### src/rtl/tdm_link_pkg.sv
package tdm_link_pkg;
  localparam int TAG_BITS    = 16;
  localparam int SLOT_BITS   = 20;
  localparam int NUM_SLOTS   = 12;
  localparam int SAMPLE_BITS = 16;
  localparam int IDX_BITS    = 7;
  localparam int USED_SLOTS  = 4;
  localparam int FRAME_BITS  = TAG_BITS + SLOT_BITS * NUM_SLOTS;
  localparam int SLOT_W      = $clog2(NUM_SLOTS + 1);
  localparam int BIT_W       = $clog2(SLOT_BITS);

  // Strobes from the sequencer to the datapath
  typedef struct packed {
    logic              launchStart; // next rising edge launches position 0
    logic [SLOT_W-1:0] launchSlot;  // 0 = tag, 1..NUM_SLOTS = data slot
    logic [BIT_W-1:0]  launchBit;   // bit index inside field, counting down
    logic              capEn;       // current position holds a live bit
    logic [SLOT_W-1:0] capSlot;
    logic [BIT_W-1:0]  capBit;
    logic              capEnd;      // current position is the last of a frame
  } seqStrobe_t;
endpackage

### src/rtl/tdm_link_seq.sv
module tdm_link_seq
  import tdm_link_pkg::*;
(
  input  logic       clk,
  input  logic       rstN,
  output seqStrobe_t strb,
  output logic       syncOut
);
  localparam int POS_W = $clog2(FRAME_BITS);
  localparam logic [POS_W-1:0]  LAST_POS  = POS_W'(FRAME_BITS - 1);
  localparam logic [POS_W-1:0]  TAG_END   = POS_W'(TAG_BITS);
  localparam logic [SLOT_W-1:0] LAST_SLOT = SLOT_W'(NUM_SLOTS);
  localparam logic [BIT_W-1:0]  TAG_TOP   = BIT_W'(TAG_BITS - 1);
  localparam logic [BIT_W-1:0]  SLOT_TOP  = BIT_W'(SLOT_BITS - 1);

  logic              running;
  logic [POS_W-1:0]  pos, nPos;
  logic [SLOT_W-1:0] slot, nSlot;
  logic [BIT_W-1:0]  bitIdx, nBit;

  always_comb begin
    if (!running) begin
      nPos  = '0;
      nSlot = '0;
      nBit  = TAG_TOP;
    end else begin
      nPos = (pos == LAST_POS) ? '0 : pos + 1'b1;
      if (bitIdx != '0) begin
        nSlot = slot;
        nBit  = bitIdx - 1'b1;
      end else if (slot == LAST_SLOT) begin
        nSlot = '0;
        nBit  = TAG_TOP;
      end else begin
        nSlot = slot + 1'b1;
        nBit  = SLOT_TOP;
      end
    end
  end

  always_comb begin
    strb.launchStart = (nPos == '0);
    strb.launchSlot  = nSlot;
    strb.launchBit   = nBit;
    strb.capEn       = running;
    strb.capSlot     = slot;
    strb.capBit      = bitIdx;
    strb.capEnd      = running && (pos == LAST_POS);
  end

  always_ff @(posedge clk or negedge rstN) begin
    if (!rstN) begin
      running <= 1'b0;
      pos     <= '0;
      slot    <= '0;
      bitIdx  <= TAG_TOP;
      syncOut <= 1'b0;
    end else begin
      running <= 1'b1;
      pos     <= nPos;
      slot    <= nSlot;
      bitIdx  <= nBit;
      syncOut <= (nPos < TAG_END);
    end
  end

  // strobe opens each frame and closes after the tag phase
  a_r1_sync_open: assert property (@(posedge clk) disable iff (!rstN)
    (running && pos == '0) |-> syncOut);
  a_r1_sync_close: assert property (@(posedge clk) disable iff (!rstN)
    (running && pos == TAG_END) |-> !syncOut);
  a_r1_wrap: assert property (@(posedge clk) disable iff (!rstN)
    (running && pos == LAST_POS) |=> (pos == '0));
  a_r1_slot_align: assert property (@(posedge clk) disable iff (!rstN)
    (running && pos == LAST_POS) |-> (slot == LAST_SLOT && bitIdx == '0));
  // no strobe before the first frame
  a_r2_idle_sync: assert property (@(posedge clk) disable iff (!rstN)
    !running |-> !syncOut);
endmodule

### src/rtl/tdm_link_dp.sv
module tdm_link_dp
  import tdm_link_pkg::*;
(
  input  logic                                     clk,
  input  logic                                     rstN,
  input  seqStrobe_t                               strb,
  input  logic                                     sdataIn,
  output logic                                     sdataOut,
  input  logic                                     cmdValid,
  input  logic                                     cmdRead,
  input  logic [IDX_BITS-1:0]                      cmdIndex,
  input  logic [SAMPLE_BITS-1:0]                   cmdWrData,
  input  logic                                     pcmValid,
  input  logic [SAMPLE_BITS-1:0]                   pcmLeft,
  input  logic [SAMPLE_BITS-1:0]                   pcmRight,
  output logic [USED_SLOTS-1:0]                    rxValid,
  output logic [IDX_BITS-1:0]                      statIdx,
  output logic [USED_SLOTS-2:0][SAMPLE_BITS-1:0]   rxSamp
);
  localparam int PAD_BITS  = SLOT_BITS - SAMPLE_BITS;
  localparam int ZERO_LOW  = SLOT_BITS - 1 - IDX_BITS;
  localparam int TAG_IDX_W = $clog2(TAG_BITS);
  localparam logic [BIT_W-1:0]  TAGV_HI = BIT_W'(TAG_BITS - 2);
  localparam logic [BIT_W-1:0]  TAGV_LO = BIT_W'(TAG_BITS - 1 - USED_SLOTS);
  localparam logic [BIT_W-1:0]  IDX_HI  = BIT_W'(SLOT_BITS - 2);
  localparam logic [BIT_W-1:0]  IDX_LO  = BIT_W'(ZERO_LOW);
  localparam logic [BIT_W-1:0]  PAD_LO  = BIT_W'(PAD_BITS);
  localparam logic [SLOT_W-1:0] LAST_USED = SLOT_W'(USED_SLOTS);

  // ---------------- transmit ----------------
  logic                   txCmdV, txRd, txPcmV;
  logic [IDX_BITS-1:0]    txIdx;
  logic [SAMPLE_BITS-1:0] txCmd, txL, txR;
  logic [NUM_SLOTS:1]     slotValid;
  logic [TAG_BITS-1:0]    txTag;
  logic [SLOT_BITS-1:0]   txWord [USED_SLOTS];
  logic                   nextBit;

  always_ff @(posedge clk or negedge rstN) begin
    if (!rstN) begin
      txCmdV <= 1'b0;
      txRd   <= 1'b0;
      txIdx  <= '0;
      txCmd  <= '0;
      txPcmV <= 1'b0;
      txL    <= '0;
      txR    <= '0;
    end else if (strb.launchStart) begin
      txCmdV <= cmdValid;
      txRd   <= cmdRead;
      txIdx  <= cmdIndex;
      txCmd  <= cmdWrData;
      txPcmV <= pcmValid;
      txL    <= pcmLeft;
      txR    <= pcmRight;
    end
  end

  for (genvar s = 1; s <= NUM_SLOTS; s++) begin : g_slotValid
    if (s <= 2) begin : g_cmd
      assign slotValid[s] = txCmdV;
    end else if (s <= USED_SLOTS) begin : g_pcm
      assign slotValid[s] = txPcmV;
    end else begin : g_idle
      assign slotValid[s] = 1'b0;
    end
  end

  always_comb begin
    txTag = '0;
    txTag[TAG_BITS-1] = 1'b1;
    for (int s = 1; s <= NUM_SLOTS; s++) txTag[TAG_BITS-1-s] = slotValid[s];
  end

  assign txWord[0] = {txRd, txIdx, {ZERO_LOW{1'b0}}};
  assign txWord[1] = {txCmd, {PAD_BITS{1'b0}}};
  assign txWord[2] = {txL, {PAD_BITS{1'b0}}};
  assign txWord[3] = {txR, {PAD_BITS{1'b0}}};

  // Position 0 is the constant frame-valid bit, so the old latch is safe there
  always_comb begin
    nextBit = 1'b0;
    if (strb.launchSlot == '0) begin
      nextBit = txTag[strb.launchBit[TAG_IDX_W-1:0]];
    end else begin
      for (int s = 0; s < USED_SLOTS; s++)
        if (strb.launchSlot == SLOT_W'(s + 1)) nextBit = txWord[s][strb.launchBit];
    end
  end

  always_ff @(posedge clk or negedge rstN) begin
    if (!rstN) sdataOut <= 1'b0;
    else       sdataOut <= nextBit;
  end

  // ---------------- receive ----------------
  logic                  rxSample;
  logic [USED_SLOTS-1:0] rxTagV;   // [USED_SLOTS-1] = slot 1
  logic [IDX_BITS-1:0]   idxShift;

  always_ff @(negedge clk or negedge rstN) begin
    if (!rstN) rxSample <= 1'b0;
    else       rxSample <= sdataIn;
  end

  always_ff @(posedge clk or negedge rstN) begin
    if (!rstN) begin
      rxTagV   <= '0;
      idxShift <= '0;
    end else if (strb.capEn) begin
      if (strb.capSlot == '0 && strb.capBit <= TAGV_HI && strb.capBit >= TAGV_LO)
        rxTagV <= {rxTagV[USED_SLOTS-2:0], rxSample};
      if (strb.capSlot == SLOT_W'(1) && strb.capBit <= IDX_HI && strb.capBit >= IDX_LO)
        idxShift <= {idxShift[IDX_BITS-2:0], rxSample};
    end
  end

  always_ff @(posedge clk or negedge rstN) begin
    if (!rstN) begin
      rxValid <= '0;
      statIdx <= '0;
    end else begin
      for (int k = 0; k < USED_SLOTS; k++)
        rxValid[k] <= strb.capEnd && rxTagV[USED_SLOTS-1-k];
      if (strb.capEnd && rxTagV[USED_SLOTS-1]) statIdx <= idxShift;
    end
  end

  for (genvar g = 0; g < USED_SLOTS - 1; g++) begin : g_samp
    localparam logic [SLOT_W-1:0] MY_SLOT = SLOT_W'(g + 2);
    logic [SAMPLE_BITS-1:0] shiftQ, outQ;
    always_ff @(posedge clk or negedge rstN) begin
      if (!rstN) begin
        shiftQ <= '0;
        outQ   <= '0;
      end else begin
        if (strb.capEn && strb.capSlot == MY_SLOT && strb.capBit >= PAD_LO)
          shiftQ <= {shiftQ[SAMPLE_BITS-2:0], rxSample};
        if (strb.capEnd && rxTagV[USED_SLOTS-2-g]) outQ <= shiftQ;
      end
    end
    assign rxSamp[g] = outQ;
  end

  // the frame-valid bit leads every outgoing frame
  a_r3_tag_lead: assert property (@(posedge clk) disable iff (!rstN)
    strb.launchStart |=> sdataOut);
  // unused slots go out as zero
  a_r6_idle_slots: assert property (@(posedge clk) disable iff (!rstN)
    (strb.launchSlot > LAST_USED) |=> !sdataOut);
  // valid strobes last one cycle
  a_r9_single_pulse: assert property (@(posedge clk) disable iff (!rstN)
    (rxValid != '0) |=> (rxValid == '0));
endmodule

### src/rtl/tdm_link_frame_ctrl.sv
module tdm_link_frame_ctrl
  import tdm_link_pkg::*;
(
  input  logic                   bitClk,
  input  logic                   rstN,
  output logic                   syncOut,
  output logic                   sdataOut,
  input  logic                   sdataIn,
  input  logic                   cmdValid,
  input  logic                   cmdRead,
  input  logic [IDX_BITS-1:0]    cmdIndex,
  input  logic [SAMPLE_BITS-1:0] cmdWrData,
  input  logic                   pcmValid,
  input  logic [SAMPLE_BITS-1:0] pcmLeft,
  input  logic [SAMPLE_BITS-1:0] pcmRight,
  output logic                   statIdxValid,
  output logic [IDX_BITS-1:0]    statIdx,
  output logic                   statDataValid,
  output logic [SAMPLE_BITS-1:0] statData,
  output logic                   recLeftValid,
  output logic [SAMPLE_BITS-1:0] recLeft,
  output logic                   recRightValid,
  output logic [SAMPLE_BITS-1:0] recRight
);
  seqStrobe_t                             strb;
  logic [USED_SLOTS-1:0]                  rxValid;
  logic [USED_SLOTS-2:0][SAMPLE_BITS-1:0] rxSamp;

  tdm_link_seq u_seq (
    .clk     (bitClk),
    .rstN    (rstN),
    .strb    (strb),
    .syncOut (syncOut)
  );

  tdm_link_dp u_dp (
    .clk       (bitClk),
    .rstN      (rstN),
    .strb      (strb),
    .sdataIn   (sdataIn),
    .sdataOut  (sdataOut),
    .cmdValid  (cmdValid),
    .cmdRead   (cmdRead),
    .cmdIndex  (cmdIndex),
    .cmdWrData (cmdWrData),
    .pcmValid  (pcmValid),
    .pcmLeft   (pcmLeft),
    .pcmRight  (pcmRight),
    .rxValid   (rxValid),
    .statIdx   (statIdx),
    .rxSamp    (rxSamp)
  );

  assign statIdxValid  = rxValid[0];
  assign statDataValid = rxValid[1];
  assign recLeftValid  = rxValid[2];
  assign recRightValid = rxValid[3];
  assign statData      = rxSamp[0];
  assign recLeft       = rxSamp[1];
  assign recRight      = rxSamp[2];

  // read-back strobes only appear while the next frame's tag is going out
  a_r9_in_tag_phase: assert property (@(posedge bitClk) disable iff (!rstN)
    (rxValid != '0) |-> syncOut);
endmodule

### config.mk
export PLATFORM = sky130hd
export DESIGN_NAME = tdm_link_frame_ctrl
export DESIGN_NICKNAME = d
export VERILOG_FILES = /design/src/rtl/tdm_link_pkg.sv /design/src/rtl/tdm_link_seq.sv /design/src/rtl/tdm_link_dp.sv /design/src/rtl/tdm_link_frame_ctrl.sv
export SDC_FILE = /design/constraint.sdc
export NUM_CORES = 1
export LEC_CHECK = 0
export BUFFER_PORTS_ARGS = -buffer_cell sky130_fd_sc_hd__buf_2
export CAP_MARGIN = 10
export CORE_AREA = 2 2 131 133
export DETAILED_ROUTE_END_ITERATION = 8
export DIE_AREA = 0 0 133 135
export PLACE_DENSITY = 0.74
export SETUP_SLACK_MARGIN = 0.15
export SYNTH_ARGS = -nofsm -noshare
export SYNTH_HDL_FRONTEND = slang
export SYNTH_SLANG_ARGS = --single-unit
### constraint.sdc
create_clock -name bitClk -period 4.1 [get_ports bitClk]
set_input_delay 0.82 -clock bitClk [delete_from_list [all_inputs] [get_ports bitClk]]
set_output_delay 0.82 -clock bitClk [all_outputs]
set_load 0.1 [all_outputs]
Word level (Yosys, flattened, before mapping)
Cells that the tools add are included.

storage, ports and cells
  logic and storage cells = 89
  bits of input ports = 61
  flip-flop bits (word level) = 197
  output and inout port bits = 61

cells by class
  reductions and logical operators = 21
  eq/ne operators = 10
  order comparisons = 8
  add/subtract/negate cells = 3
  mux-type cells = 23

operators with widths
  kind                 number
  $bmux 1 s5           4
  $eq 4x2->1 const B   4
  $mux 8               2
  $logic_and 1x1->1    15
  $mux 5               3
  $mux 4               3
  $ge 5x4->1 const B   2
  $mux 1               10
  $add 8x1->8 const B  1
  $eq 4x1->1 const B   2
  $eq 4x3->1 const B   2
  $eq 8x8->1 const B   1
  $logic_not 4->1      2
  $logic_not 8->1      1
  $lt 8x5->1 const B   1
  $lt 5x6->1 const B   1
  $ge 5x3->1 const B   1
  $le 5x4->1 const B   1
  $le 5x5->1 const B   1
  $lt 4x5->1 const B   1
  $reduce_bool 5->1    1
  $sub 5x1->5 const B  1
  $add 4x1->4 const B  1
  $bmux 1 s4           1
  other kinds (2)      3

Depth between registers and ports, before layout
  word-level depth = 11
  gate-level depth with buffers = 11
  mapped depth without buffers = 10

Hierarchy
A second synthesis with hierarchy kept.

unflattened totals
  cell total of the unflattened synthesis = 539
  area total of the unflattened synthesis = 8161.6 um^2

modules (own cells, without submodules)
  module        instances  cells an instance  seq. area each (um^2)  area an instance (um^2)
  tdm_link_dp   1          438                4454.3                 7163.1
  tdm_link_seq  1          101                480.5                  998.5

==> run summary <==
Most numerous cell in the Yosys netlist = dfrtp_1
Routability congestion estimate = 0.881
Xor/xnor cell area share of the yosys netlist = 0.860%
Compound-Gate Fraction of Synth Area = 3.01%
Synthesized cell area = 8150 sq um
DR DRC count = 0
Pwr dens = 442 nW/um^2
WL per Instance = 16.5 um
CP startpoint kind = flip-flop
Final worst path period share = 77.0%
PostCTS Resize Cnt = 0
Row count = 47
Clk root buf = clkbuf_16
Commonest cells in the netlist = dfrtp_1, mux2_2, nand2_1, nor2_1, nand3_1
Top post-synthesis cells by area = dfrtp_1, mux2_2, mux4_2
Mux cell area share after synthesis = 27.1%
WP data arrival = 3.47 ns
CTS H-tree lvls = 4
IO buf count = 121
Total CTS buffers = 17
CTS sink count = 197
Peak VDD IR = 0.288 mV
Post-CTS Setup Inserts = 0
Synth warn = 0
Total of flip-flops plus latches after synthesis = 197
Largest family of logic cells by synthesized area = multiplexers
RR Endpoint = u_dp.sdataOut
R2R depth = 8
Clock transition at path regs = 0.07 ns
Minimum setup slack among reg-to-reg paths = 0.94 ns
Fmax achieved = 317 MHz
Slew HR = 27.9%
Post-CTS Hold Buffers = 0
Status = finished, final reports clean
Post-detail-place hpwl = 10.8 mm
Initial DRC Count = 187
Die W = 133 um
Prevailing post-synth register cell = dfrtp_1
Vias = 4863
Slew Limit Fails = 0
CTS tree = yes
Starting density of the core = 49.7%
Drt pass-1 iters = 4
Total gr overflow = 0
WL final = 15.1 mm
Skew-Pair Late Insertion Delay = 0.42 ns
P_leak = 4.84 nW
Synth Area in Simple Gates = 5.62%
Register area share after synthesis = 60.5%
Post-synth top area cell = dfrtp_1
Setup Skew = 0.0235 ns
FF/Latch Area = 4930 sq um
Max-cap violations = 0
Hold WC Path Type = primary input to asynchronous set/reset pin
Final setup violation count = 0
Post-synth EDFFs = 0
Minimum clock period = 3.16 ns
Adder-Cell Fraction of Synth Area = 1.23%
Crit-path max FO = 12
Initial antenna violation count = 0
Critical path required time = 4.41 ns
Sum of negative setup slack = 0 ns
Largest net degree at the start of global routing = 89
Critical path type = flip-flop to flip-flop
Layout cells sized above 1 = 50.2%
Synth Instances = 554
Die Y = 135 um
Core Util, Final = 58.6%
Nets = 751
Post-route ant nets = 0
Filler cells = 1329
Number of diodes = 0
Layout area overhead = 18.0%
Distinct cells, synth = 51
Ys async rst share = 100%
Ports = 122
Final worst slack = 0.944 ns
Worst-Margin Slew = 1.08 ns
Slowest stage delay, CP = 0.60 ns
Fin. Hold Viols = 0
Bufs on Longest Clock Path = 2
First-pass GRT wire length = 26.0 mm
Overall routing resource usage = 18.2%
DR vias/cell = 5.31
Die area = 18000 sq um
RSZ-0062 raised after global routing = false
Syn nets = 623
Core Area = 16400 sq um
Slowest cell on the critical path = dfrtp_1
Yosys top cell area share = 58.9%
Vias in the first global route = 5183
Area occupied by multi-input gates = 3090 sq um
Setup WS pre-CTS = 0.903 ns
Element type at the critical path end = flip-flop
Syn_area_per_cell = 14.7 sq um
Critical R2R Launch = u_seq.running
Critical-path cell list = clkinv_1 -> nor3_4 -> mux4_2 -> a22o_1 -> a221oi_2 -> nor2_1 -> o211ai_1 -> a2bb2oi_1
-- power breakdown --
| group | switching, mW | leakage (nW) | internal (mW) | total [mW] |
|---|---|---|---|---|
| logic | 0.191 | 1.97 | 0.222 | 0.413 |
| clock network | 0.780 | 0.288 | 0.885 | 1.66 |
| registers | 0.0864 | 2.58 | 2.08 | 2.17 |
-- worst max-delay path by stage --
stage | from | slack [ns] | cells after the start | endpoint
finish | u_seq.running | 0.94 | 8 | u_dp.sdataOut
global placement | u_seq.running | 0.97 | 8 | u_dp.sdataOut
global route | u_seq.running | 0.70 | 8 | u_dp.sdataOut
CTS | u_seq.running | 0.89 | 8 | u_dp.sdataOut
floorplan | sdataIn | 1.09 | 0 | u_dp.rxSample
detailed placement | u_seq.running | 0.90 | 8 | u_dp.sdataOut
-- flip-flops by register name (all words and copies together), names as in the netlist, 5 cells and up --
name / flops
u_dp.statIdx: 7
u_dp.idxShift: 7
u_dp.g_samp.outQ: 48
u_seq.pos: 8
u_dp.txR: 16
u_dp.txL: 16
u_dp.txIdx: 7
u_seq.bitIdx: 5
u_dp.txCmd: 16
u_dp.g_samp.shiftQ: 48
-- per-layer routing --
layer	share of wire [%]	vias to the layer above	track usage (%)
li1	-	2251	-
met4	0.89	0	5.79
met3	4.1	11	4.28
met5	0	-	0
met2	50	115	30.0
met1	45	2486	24.0
-- critical path, delay by kind of cell, from the launching register on --
family                 cells  cell delay, ns
buffers and inverters      1            0.38
DFF                        1            0.60
muxes                      1            0.57
and+or+nand+nor            2            0.66
AOI/OAI and AO/OA          4            0.81
-- cell families after synthesis --
group                    count (synthesis)
AO/OA/AOI/OAI                           35
buffers and inverters                   31
XOR/XNOR                                 8
flip-flops                             197
adder cells (fa/ha/maj)                  8
AND/OR/NAND/NOR                         89
other                                    1
multiplexers                           185
-- metrics by stage --
stage	total power [mW]	hold slack, ns	instance area, sq um	instances
after floorplan	2.47	0.461	8150	554
after global placement	2.60	0.482	9010	883
after detailed placement	2.63	0.488	9010	883
after CTS	4.29	0.326	9620	915
after global routing	4.44	0.336	9620	915
final	4.25	0.325	9620	915
-- placed cells by master (no fill, tap or decap), types with 2 or more instances in the layout --
cell type / synthesis / layout
ha_1: 8 / 8
clkinv_1: 2 / 2
xnor2_1: 2 / 2
inv_6: 0 / 4
and2_1: 3 / 3
mux2_2: 173 / 173
nor3_1: 7 / 6
buf_2: 5 / 120
mux4_1: 4 / 4
xor2_1: 6 / 6
o21ai_0: 6 / 6
dfrtp_1: 192 / 192
o311ai_0: 2 / 2
clkbuf_16: 0 / 17
clkinvlp_4: 0 / 2
a22oi_1: 2 / 2
a211oi_1: 2 / 2
and3_1: 5 / 5
nand2b_1: 7 / 7
a21oi_1: 9 / 9
clkbuf_8: 0 / 2
clkinv_4: 0 / 3
mux4_2: 6 / 6
nor2_1: 19 / 19
clkinv_8: 0 / 3
buf_4: 0 / 6
dfstp_2: 4 / 4
nand3_1: 18 / 18
nand4_1: 3 / 3
nand2_1: 21 / 20
inv_1: 11 / 11
-- area by class of cell --
class / count / area share (%)
Clock inverter: 14 / 1.73
Tap cell: 220 / 2.86
Clock buffer: 18 / 4.57
Inverter: 13 / 0.507
Multi-Input combinational cell: 326 / 32.2
Timing Repair Buffer: 127 / 6.86
Sequential cell: 197 / 51.3
(Power assumes the default switching activity.)
